$ cat config.mk
export PLATFORM = sky130hd
export DESIGN_NAME = hdr_tri_combiner
export DESIGN_NICKNAME = d
export VERILOG_FILES = /design/src/rtl/hdr_pkg.sv /design/src/rtl/hdr_line_delay.sv /design/src/rtl/hdr_merge.sv /design/src/rtl/hdr_compand.sv /design/src/rtl/hdr_tri_combiner.sv
export SDC_FILE = /design/constraint.sdc
export NUM_CORES = 2
export LEC_CHECK = 0
export BUFFER_PORTS_ARGS = -buffer_cell sky130_fd_sc_hd__buf_2
export CAP_MARGIN = 15
export CORE_MARGIN = 4
export CORE_UTILIZATION = 58
export CTS_BUF_LIST = sky130_fd_sc_hd__clkbuf_4
export DETAILED_ROUTE_END_ITERATION = 6
export PLACE_DENSITY = 0.8
export SYNTH_ARGS = -nofsm -noshare
export SYNTH_HDL_FRONTEND = slang
export SYNTH_SLANG_ARGS = --single-unit
$ cat constraint.sdc
create_clock -name clk -period 4.7 [get_ports clk]
set_clock_uncertainty 0.05 [all_clocks]
set_input_delay 0.705 -clock clk [delete_from_list [all_inputs] [get_ports clk]]
set_output_delay 0.705 -clock clk [all_outputs]
set_load 0.02 [all_outputs]
$ cat src/rtl/hdr_pkg.sv
package hdr_pkg;

   typedef enum logic [1:0] {
      TAG_IDLE  = 2'd0,
      TAG_LONG  = 2'd1,
      TAG_MID   = 2'd2,
      TAG_SHORT = 2'd3
   } exp_tag_e;

   typedef enum logic [1:0] {
      CMP_LIN   = 2'd0,
      CMP_14    = 2'd1,
      CMP_12    = 2'd2,
      CMP_LIN_B = 2'd3
   } cmp_mode_e;

   // knee points and slopes of the two companding curves (20-bit input)
   localparam int unsigned C14_B1 = 4096;
   localparam int unsigned C14_B2 = 16384;
   localparam int unsigned C14_S1 = 2;
   localparam int unsigned C14_S2 = 7;
   localparam int unsigned C12_B1 = 1024;
   localparam int unsigned C12_B2 = 8192;
   localparam int unsigned C12_S1 = 3;
   localparam int unsigned C12_S2 = 9;

   // three-segment monotonic curve, identity below the first knee
   function automatic logic [19:0] knee3(input logic [19:0] x,
                                         input int unsigned b1,
                                         input int unsigned b2,
                                         input int unsigned s1,
                                         input int unsigned s2);
      logic [31:0] xv;
      xv = 32'(x);
      if (xv < b1)
         return x;
      else if (xv < b2)
         return 20'(b1 + ((xv - b1) >> s1));
      else
         return 20'(b1 + ((b2 - b1) >> s1) + ((xv - b2) >> s2));
   endfunction

endpackage

$ cat src/rtl/hdr_line_delay.sv
module hdr_line_delay #(
   parameter int W    = 12,
   parameter int COLS = 16,
   parameter int LAG  = 4
) (
   input  logic                       clk,
   input  logic                       rst_n,
   input  logic                       frame_start,
   input  logic                       wr_en,
   input  logic                       wr_sol,
   input  logic [$clog2(COLS)-1:0]    col,
   input  logic [W-1:0]               wr_data,
   output logic [W-1:0]               rd_data,
   output logic                       primed
);
   localparam int DEPTH = LAG + 1;
   localparam int SW    = (DEPTH > 1) ? $clog2(DEPTH) : 1;
   localparam int ENT   = DEPTH * COLS;
   localparam int AW    = $clog2(ENT);
   localparam int FW    = $clog2(DEPTH + 1);

   if (LAG < 1) begin : g_bad_lag
      $error("hdr_line_delay: LAG must be at least 1");
   end
   if (COLS < 2) begin : g_bad_cols
      $error("hdr_line_delay: COLS must be at least 2");
   end

   logic [W-1:0]  mem [ENT];
   logic [SW-1:0] cur_q, nxt_slot, wr_slot;
   logic [AW-1:0] wr_addr, rd_addr;
   logic [FW-1:0] fill_q;
   logic          row_start;

   always_comb begin
      nxt_slot  = (cur_q == SW'(DEPTH - 1)) ? '0 : cur_q + 1'b1;
      wr_slot   = wr_sol ? nxt_slot : cur_q;
      wr_addr   = AW'(int'(wr_slot) * COLS + int'(col));
      rd_addr   = AW'(int'(nxt_slot) * COLS + int'(col));
      row_start = wr_en && wr_sol;
   end

   always_ff @(posedge clk) begin
      if (wr_en) mem[wr_addr] <= wr_data;
   end

   always_ff @(posedge clk) begin
      if (!rst_n) begin
         cur_q  <= SW'(DEPTH - 1);
         fill_q <= '0;
      end else begin
         if (row_start) cur_q <= nxt_slot;
         if (row_start)
            fill_q <= frame_start ? FW'(1) :
                      (fill_q == FW'(DEPTH)) ? fill_q : fill_q + 1'b1;
         else if (frame_start)
            fill_q <= '0;
      end
   end

   assign rd_data = mem[rd_addr];
   assign primed  = (fill_q == FW'(DEPTH));


   slot_advance_chk: assert property (@(posedge clk) disable iff (!rst_n)
      row_start |=> (cur_q != $past(cur_q)));


   fill_bound_chk: assert property (@(posedge clk) disable iff (!rst_n)
      (frame_start && row_start) |=> (fill_q == FW'(1)));

endmodule

$ cat src/rtl/hdr_merge.sv
module hdr_merge #(
   parameter int IN_W   = 12,
   parameter int MAX_SH = 8,
   parameter int SHW    = 4
) (
   input  logic [IN_W-1:0]        t_long,
   input  logic [IN_W-1:0]        t_mid,
   input  logic [IN_W-1:0]        t_short,
   input  logic                   primed,
   input  logic [IN_W-1:0]        thresh,
   input  logic [SHW-1:0]         sh_mid,
   input  logic [SHW-1:0]         sh_short,
   output logic [IN_W+MAX_SH-1:0] lin
);
   localparam int OW = IN_W + MAX_SH;

   logic [SHW-1:0] e_mid, e_short;

   always_comb begin
      e_mid   = (sh_mid   > SHW'(MAX_SH)) ? SHW'(MAX_SH) : sh_mid;
      e_short = (sh_short > SHW'(MAX_SH)) ? SHW'(MAX_SH) : sh_short;
      if (!primed)
         lin = OW'(t_short) << e_short;
      else if (t_long < thresh)
         lin = OW'(t_long);
      else if (t_mid < thresh)
         lin = OW'(t_mid) << e_mid;
      else
         lin = OW'(t_short) << e_short;
   end

endmodule

$ cat src/rtl/hdr_compand.sv
module hdr_compand #(
   parameter int OUT_W = 20,
   parameter bit EN    = 1'b1
) (
   input  logic [OUT_W-1:0] lin,
   input  logic [1:0]       mode,
   output logic [OUT_W-1:0] y
);
   import hdr_pkg::*;

   if (EN) begin : g_curve
      if (OUT_W != 20) begin : g_bad_w
         $error("hdr_compand: curves are defined for a 20-bit input");
      end
      always_comb begin
         case (cmp_mode_e'(mode))
            CMP_14:  y = OUT_W'(knee3(20'(lin), C14_B1, C14_B2, C14_S1, C14_S2));
            CMP_12:  y = OUT_W'(knee3(20'(lin), C12_B1, C12_B2, C12_S1, C12_S2));
            default: y = lin;
         endcase
      end
   end else begin : g_pass
      logic unused_mode;
      assign unused_mode = ^mode;
      assign y = lin;
   end

endmodule

$ cat src/rtl/hdr_tri_combiner.sv
module hdr_tri_combiner #(
   parameter int IN_W       = 12,
   parameter int MAX_SH     = 8,
   parameter int SHW        = 4,
   parameter int COLS       = 16,
   parameter int T1_LAG     = 4,
   parameter int T2_LAG     = 2,
   parameter bit COMPAND_EN = 1'b1,
   localparam int OUT_W     = IN_W + MAX_SH
) (
   input  logic             clk,
   input  logic             rst_n,
   input  logic             in_valid,
   input  logic [1:0]       in_tag,
   input  logic             in_sol,
   input  logic             in_sof,
   input  logic [IN_W-1:0]  in_pix,
   input  logic [IN_W-1:0]  cfg_thresh,
   input  logic [SHW-1:0]   cfg_sh_mid,
   input  logic [SHW-1:0]   cfg_sh_short,
   input  logic [1:0]       cfg_mode,
   output logic             out_valid,
   output logic             out_sol,
   output logic             out_filled,
   output logic [OUT_W-1:0] out_pix
);
   import hdr_pkg::*;

   localparam int CW = $clog2(COLS);

   if (T2_LAG >= T1_LAG) begin : g_bad_order
      $error("hdr_tri_combiner: T2_LAG must be below T1_LAG");
   end
   if (MAX_SH >= (1 << SHW)) begin : g_bad_shw
      $error("hdr_tri_combiner: SHW too narrow for MAX_SH");
   end

   logic [CW-1:0]   col_q, col_w;
   logic            frame_start, wr_long, wr_mid, is_short;
   logic [IN_W-1:0] rd_long, rd_mid;
   logic            pr_long, pr_mid;

   always_comb begin
      col_w       = in_sol ? '0 : col_q + 1'b1;
      frame_start = in_valid && in_sof;
      wr_long     = in_valid && (exp_tag_e'(in_tag) == TAG_LONG);
      wr_mid      = in_valid && (exp_tag_e'(in_tag) == TAG_MID);
      is_short    = in_valid && (exp_tag_e'(in_tag) == TAG_SHORT);
   end

   always_ff @(posedge clk) begin
      if (!rst_n)        col_q <= '0;
      else if (in_valid) col_q <= col_w;
   end

   hdr_line_delay #(.W(IN_W), .COLS(COLS), .LAG(T1_LAG)) u_long_mem (
      .clk(clk), .rst_n(rst_n), .frame_start(frame_start),
      .wr_en(wr_long), .wr_sol(in_sol), .col(col_w), .wr_data(in_pix),
      .rd_data(rd_long), .primed(pr_long));

   hdr_line_delay #(.W(IN_W), .COLS(COLS), .LAG(T2_LAG)) u_mid_mem (
      .clk(clk), .rst_n(rst_n), .frame_start(frame_start),
      .wr_en(wr_mid), .wr_sol(in_sol), .col(col_w), .wr_data(in_pix),
      .rd_data(rd_mid), .primed(pr_mid));

   // stage 1: aligned exposure triple
   logic            s1_v, s1_sol, s1_primed;
   logic [IN_W-1:0] s1_long, s1_mid, s1_short;

   always_ff @(posedge clk) begin
      if (!rst_n) begin
         s1_v      <= 1'b0;
         s1_sol    <= 1'b0;
         s1_primed <= 1'b0;
         s1_long   <= '0;
         s1_mid    <= '0;
         s1_short  <= '0;
      end else begin
         s1_v      <= is_short;
         s1_sol    <= is_short && in_sol;
         s1_primed <= pr_long && pr_mid;
         if (is_short) begin
            s1_long  <= rd_long;
            s1_mid   <= rd_mid;
            s1_short <= in_pix;
         end
      end
   end

   // stage 2: merge and compress
   logic [OUT_W-1:0] lin, cmp;

   hdr_merge #(.IN_W(IN_W), .MAX_SH(MAX_SH), .SHW(SHW)) u_merge (
      .t_long(s1_long), .t_mid(s1_mid), .t_short(s1_short),
      .primed(s1_primed), .thresh(cfg_thresh),
      .sh_mid(cfg_sh_mid), .sh_short(cfg_sh_short), .lin(lin));

   hdr_compand #(.OUT_W(OUT_W), .EN(COMPAND_EN)) u_compand (
      .lin(lin), .mode(cfg_mode), .y(cmp));

   always_ff @(posedge clk) begin
      if (!rst_n) begin
         out_valid  <= 1'b0;
         out_sol    <= 1'b0;
         out_filled <= 1'b0;
         out_pix    <= '0;
      end else begin
         out_valid  <= s1_v;
         out_sol    <= s1_sol;
         out_filled <= s1_v && s1_primed;
         if (s1_v) out_pix <= cmp;
      end
   end


   short_origin_chk: assert property (@(posedge clk) disable iff (!rst_n)
      out_valid |-> $past(in_valid && (in_tag == 2'd3), 2));


   tag_legal_chk: assert property (@(posedge clk) disable iff (!rst_n)
      in_valid |-> (in_tag != 2'd0));


   cmp14_range_chk: assert property (@(posedge clk) disable iff (!rst_n)
      (out_valid && $past(cfg_mode) == 2'd1) |-> (out_pix < OUT_W'(16384)));


   cmp12_range_chk: assert property (@(posedge clk) disable iff (!rst_n)
      (out_valid && $past(cfg_mode) == 2'd2) |-> (out_pix < OUT_W'(4096)));

endmodule

# ---- Word-level counts from Yosys, hierarchy flattened
# Memories as Yosys holds them, arrays and structs flattened. A register that Yosys moved wholly into a read port is not among the register bits.
# Index checks and enable logic that the tools add are counted.
dict set report classes {
  n_addsub 17
  n_lt_le_gt_ge 8
  muxes 27
  n_reduce_logical 15
  n_shift 2
  n_eq_ne 11
}
# operator count
set op_table {}
lappend op_table {{20-bit 2-to-1 mux} 7}
lappend op_table {{11-bit by 20-bit adder with 20-bit output (first input constant)} 2}
lappend op_table {{13-bit by 20-bit adder with 20-bit output (first input constant)} 2}
lappend op_table {{20-bit case mux with 2 select lines} 1}
lappend op_table {{12-bit by 4-bit << shifter with 20-bit output} 2}
lappend op_table {{12-bit less-than comparator} 2}
lappend op_table {{20-bit by 11-bit subtractor with 21-bit output (second input constant)} 1}
lappend op_table {{20-bit by 13-bit subtractor with 21-bit output (second input constant)} 1}
lappend op_table {{20-bit by 14-bit subtractor with 21-bit output (second input constant)} 1}
lappend op_table {{20-bit by 15-bit subtractor with 21-bit output (second input constant)} 1}
lappend op_table {{20-bit by 11-bit less-than comparator with 1-bit output (second input constant)} 1}
lappend op_table {{20-bit by 13-bit less-than comparator with 1-bit output (second input constant)} 1}
lappend op_table {{20-bit by 14-bit less-than comparator with 1-bit output (second input constant)} 1}
lappend op_table {{20-bit by 15-bit less-than comparator with 1-bit output (second input constant)} 1}
lappend op_table {{3-bit 2-to-1 mux} 6}
lappend op_table {{7-bit by 4-bit adder with 7-bit output} 2}
lappend op_table {{6-bit by 4-bit adder with 6-bit output} 2}
lappend op_table {{2-bit 2-to-1 mux} 6}
lappend op_table {{4-bit 2-to-1 mux} 3}
lappend op_table {{2-bit == test (second input constant)} 5}
lappend op_table {{1-bit logical AND} 9}
lappend op_table {{4-bit > comparator (second input constant)} 2}
lappend op_table {{3-bit by 1-bit adder with 3-bit output (second input constant)} 2}
lappend op_table {{3-bit == test (second input constant)} 2}
lappend op_table {{8 further kinds} 17}
dict set report totals {
  n_memories 2
  inputBits 41
  mem_bits_rw 1536
  regBits 52
}
# name words word_bits rd rd_ports_with_merged_regs write_ports line_no
set mem_list {}
lappend mem_list {u_long_mem.mem 80 12 1 1 1 hdr_line_delay.sv:29} ;# logic [W-1:0] mem [ENT];
lappend mem_list {u_mid_mem.mem 48 12 1 1 1 hdr_line_delay.sv:29}

# ---- Depth between registers and ports, before layout
dict set report depth {
  depth_word 11
  ltp_mapped 22
}

# ---- Modules after synthesis
# From an unflattened synthesis, not the netlist that was laid out.
dict set report unflattened {
  cells_unflattened 4326
  hier_area_um2 67933.9
}
# mod cells_each area_each_um2 seq_area_each_um2 n_inst
set modules_own_cells {}
lappend modules_own_cells {{hdr_line_delay (u_long_mem)} 2172 38205.4 28947.8 1}
lappend modules_own_cells {{hdr_line_delay (u_mid_mem)} 1298 22997.1 17376.7 1}
lappend modules_own_cells {hdr_merge 350 2519.9 0.0 1}
lappend modules_own_cells {hdr_tri_combiner 264 2499.9 1321.3 1}
lappend modules_own_cells {hdr_compand 242 1711.6 0.0 1}

# ---- Worst setup path after synthesis
# OpenSTA, ideal clock, no wires.
dict set report synth_path {
  kind {input to register}
  start {in cfg_thresh[9]}
  end {reg out_pix[14]}
  path_slack_ns -0.147
  stages 21
  arrival_ns 4.723
  required_ns 4.576
  path_cell_list {inv_1 > ha_1 > a211oi_1 > nand2_1 > nor3_1 > a21o_1 > buf_2 > nand2_1 > clkbuf_1 > o211ai_1 > ha_1 > inv_1 > or3_1 > xnor2_1 > ha_1 > o21ai_0 > nand2_1 > ha_1 > a211oi_1 > o21ai_0 > a31oi_1}
}
dict set report synth_via {
  elab_chain_cells 9
}
# element line_no
set synth_lines {}
lappend synth_lines {{from (decl)} hdr_tri_combiner.sv:18} ;# input logic [IN_W-1:0] cfg_thresh,
lappend synth_lines {{12-bit less-than comparator} hdr_merge.sv:26} ;# else if (t_mid < thresh)
lappend synth_lines {{20-bit 2-to-1 mux} hdr_merge.sv:26}
lappend synth_lines {{20-bit 2-to-1 mux (*)} hdr_merge.sv:24} ;# else if (t_long < thresh)
lappend synth_lines {{20-bit 2-to-1 mux (*)} hdr_merge.sv:22} ;# if (!primed)
lappend synth_lines {{20-bit by 14-bit subtractor with 21-bit output (tied with other cells)} hdr_pkg.sv:40} ;# return 20'(b1 + ((b2 - b1) >> s1) + ((xv - b2) >> s2));
lappend synth_lines {{11-bit by 20-bit adder with 20-bit output (tied with other cells)} hdr_pkg.sv:40}
lappend synth_lines {{20-bit 2-to-1 mux} hdr_pkg.sv:37} ;# else if (xv < b2)
lappend synth_lines {{20-bit 2-to-1 mux} hdr_pkg.sv:35} ;# if (xv < b1)
lappend synth_lines {{20-bit case mux with 2 select lines (*)} hdr_compand.sv:16} ;# case (cmp_mode_e'(mode))
lappend synth_lines {{to (signal assigned)} hdr_tri_combiner.sv:111} ;# if (s1_v) out_pix <= cmp;
lappend synth_lines {{to (decl)} hdr_tri_combiner.sv:25} ;# output logic [OUT_W-1:0] out_pix
# Every way passes the cells marked *; elsewhere a longest branch is shown, timed or not.
# A chain may end at the register's enable or synchronous reset.

# ---- Final worst setup path
dict set report layout_path {
  start {reg col_q[1]}
  end {reg s1_long[2], read port of u_long_mem.mem}
}
dict set report layout_via {
  elab_chain_cells 3
}
# element line_no
set layout_lines {}
lappend layout_lines {{from (decl)} hdr_tri_combiner.sv:38} ;# logic [CW-1:0] col_q, col_w;
lappend layout_lines {{from (signal assigned)} hdr_tri_combiner.sv:53} ;# else if (in_valid) col_q <= col_w;
lappend layout_lines {{4-bit by 1-bit adder with 4-bit output} hdr_tri_combiner.sv:44} ;# col_w = in_sol ? '0 : col_q + 1'b1;
lappend layout_lines {{4-bit 2-to-1 mux} hdr_tri_combiner.sv:44}
lappend layout_lines {{7-bit by 4-bit adder with 7-bit output} hdr_line_delay.sv:39} ;# rd_addr = AW'(int'(nxt_slot) * COLS + int'(col));
lappend layout_lines {{to (decl)} hdr_tri_combiner.sv:68} ;# logic [IN_W-1:0] s1_long, s1_mid, s1_short;
# Every way passes these cells.

==> flow_metrics.env <==
export IMPL_path_class="flop to flop"
export IMPL_drive_above_1_share=0.202
export IMPL_rsz0062_at_grt="false"
export IMPL_synth_edff_count=1536
export IMPL_cts_resized=0
export IMPL_clkTransAtPathRegs_ns=0.07
export IMPL_yosys_most_used_dff="edfxtp_1"
export IMPL_dp_hpwl_mm=105
export IMPL_crit_required_ns=5.74
export IMPL_place_congestion=0.917
export IMPL_totalWireLength_mm=176
export IMPL_final_setup_tns_ns=0
export IMPL_root_buffer="clkbuf_4"
export IMPL_synthCells=4444
export IMPL_worst_pin_slew_ns=1.20
export IMPL_worst_path_stages=13
export IMPL_grt_first_pass_wirelength_mm=261
export IMPL_hold_violations=0
export IMPL_grt_max_degree=107
export IMPL_drc=1
export IMPL_r2r_slack_ns=0.39
export IMPL_grt_pass1_vias=42800
export IMPL_die_area_mm2=0.116
export IMPL_timing_rr_end="s1_long[2]"
export IMPL_layout_nets=5028
export IMPL_drt_vias_per_instance=6.51
export IMPL_die_w_um=341
export IMPL_seq_area_frac_synth=0.742
export IMPL_startpoint="col_q[1]"
export IMPL_ys_seq_elements=1612
export IMPL_port_buffers=63
export IMPL_clock_fmax_ghz=0.232
export IMPL_ir_drop_v=0.000270
export IMPL_cts_tree="done"
export IMPL_crit_slowest_cell="a211oi_1"
export IMPL_rows=121
export IMPL_post_cts_setup_buffers=0
export IMPL_period_share=0.917
export IMPL_worst_hold_path_type="input port to flop"
export IMPL_fin_cells=6683
export IMPL_ys_async_sr_fraction=0
export IMPL_initial_core_util=0.587
export IMPL_end_kind="flop"
export IMPL_status="finished, violations left"
export IMPL_crit_end="s1_long[2]"
export IMPL_path_buf_inv=3
export IMPL_netlist_area_mm2=0.0642
export IMPL_max_stage_delay_ns=0.64
export IMPL_ant_nets=0
export IMPL_p_per_area_mw_per_mm2=395
export IMPL_yosysUniqueCellTypes=85
export IMPL_cts_buffers=399
export IMPL_cp_start_kind="flop"
export IMPL_grt_usage=0.297
export IMPL_crit_chain="ha_1 > xnor2_1 > buf_4 > nor2_1 > buf_4 > nor3_2 > buf_12 > a221oi_1 > and3_1 > a311oi_1 > a311oi_1 > a211oi_1 > o311a_1"
export IMPL_arrival_ns=5.35
export IMPL_relSlewSlack=0.202
export IMPL_dp_cells=5995
export IMPL_syn_avg_cell_area_um2=14.5
export IMPL_cts_hold_buf=21
export IMPL_layout_common_cells="edfxtp_1 (1536), a21oi_1 (622), clkbuf_4 (572)"
export IMPL_critical_path_max_fanout=56
export IMPL_final_max_slew_viol_count=0
export IMPL_setup_viol=0
export IMPL_core_mm2=0.109
export IMPL_fin_crit_ns=4.31
export IMPL_area_growth_pct=13.6
export IMPL_cp_top_family="compound AO/OA/AOI/OAI gates"
export IMPL_power_leakage_nw=25.0
export IMPL_failed_checks="DRC"
export IMPL_grt_overflow=0
export IMPL_cts_buffer_depth=4
export IMPL_ys_warn_count=0
export IMPL_clock_sinks=1612
export IMPL_drt_wirelength_per_cell_um=26.3
export IMPL_die_h_um=341
export IMPL_final_common_cell="edfxtp_1"
export IMPL_first_iter_violations=5919
export IMPL_r2r_cells=13
export IMPL_regToRegStartpoint="col_q[1]"
export IMPL_ios=64
export IMPL_num_vias=43500
export IMPL_dr_pass1_iters=7
export IMPL_synth_nets=4529
export IMPL_fillers=7291
export IMPL_h_tree_depth=5
export IMPL_cap_violations=0
export IMPL_clkLatencyLatePin_ns=1.33
export IMPL_antenna_found_initial=5
power by group:
part	total [W]	internal, W	switching (W)
combinational	0.00178	0.000557	0.00123
sequential	0.0158	0.0157	0.0000389
clock	0.0112	0.00592	0.00530
Yosys cell counts, types with 38 or more instances:
master	count	area [µm²]
a21oi_1	623	3120
a311oi_1	61	534
nor2_1	210	788
buf_1	59	221
a31oi_1	38	238
ha_1	44	551
a221oi_1	198	1730
and3_1	55	344
dfxtp_1	76	1520
a22o_1	191	1670
mux2i_1	47	470
edfxtp_1	1536	46100
clkbuf_1	203	762
nand3_1	151	756
o21ai_0	50	250
nand2_1	510	1910
metrics by stage:
step	worst slack, ns	hold slack, ns	instance area [µm²]	utilization	power [W]
after detailed placement	0.0172	0.381	67900	0.620	0.0178
after floorplan	0.0000786	0.362	64300	-	0.0170
after global placement	0.0579	0.379	67900	0.620	0.0178
after CTS	0.416	0.00437	72900	0.666	0.0289
final	0.391	0.0787	72900	0.666	0.0288
after global routing	0.0584	0.0289	72900	0.666	0.0299
layout make-up:
| type | instances | area, µm² | area share |
|---|---|---|---|
| Antenna cell | 8 | 20.0 | 0.000274 |
| Clock buffer | 572 | 4290 | 0.0589 |
| Clock inverter | 85 | 543 | 0.00744 |
| Inverter | 36 | 135 | 0.00185 |
| Multi-Input combinational cell | 2500 | 15400 | 0.210 |
| Sequential cell | 1612 | 47600 | 0.653 |
| Tap cell | 1476 | 1850 | 0.0253 |
| Timing Repair Buffer | 394 | 3110 | 0.0426 |
worst min path at each step:
stage	start	end	slack, ns	cells after the start
global placement	s1_sol	out_sol	0.38	1
detailed placement	s1_sol	out_sol	0.38	1
floorplan	s1_sol	out_sol	0.36	1
global route	in_pix[5]	u_long_mem.mem[40][5]	0.03	1
CTS	in_pix[5]	u_long_mem.mem[40][5]	0.004	1
finish	in_pix[5]	u_long_mem.mem[12][5]	0.08	1
flip-flops by register name, summed over array words and instances, names as in the netlist, 2 cells and up:
name               count
s1_long               12
u_long_mem.mem       960
s1_mid                12
col_q                  4
u_long_mem.cur_q       3
u_long_mem.fill_q      3
u_mid_mem.fill_q       2
u_mid_mem.cur_q        2
s1_short              12
out_pix               20
u_mid_mem.mem        576
cells by family after synthesis:
group / Yosys count / share of synthesized area
AO/OA/AOI/OAI: 1330 / 0.141
AND/OR/NAND/NOR: 1035 / 0.0702
XOR/XNOR: 17 / 0.00253
adder cells (fa/ha/maj): 44 / 0.00857
flip-flops: 1612 / 0.742
buffers and inverters: 332 / 0.0208
multiplexers: 74 / 0.0149
metal layers:
| metal | wire length, µm | part of all wire | GRT usage |
|---|---|---|---|
| met4 | 7660 | 0.044 | 0.137 |
| met1 | 64300 | 0.37 | 0.398 |
| met5 | 13 | 0.000074 | 0 |
| met3 | 20600 | 0.12 | 0.0677 |
| met2 | 83100 | 0.47 | 0.470 |
(Power assumes the default switching activity.)
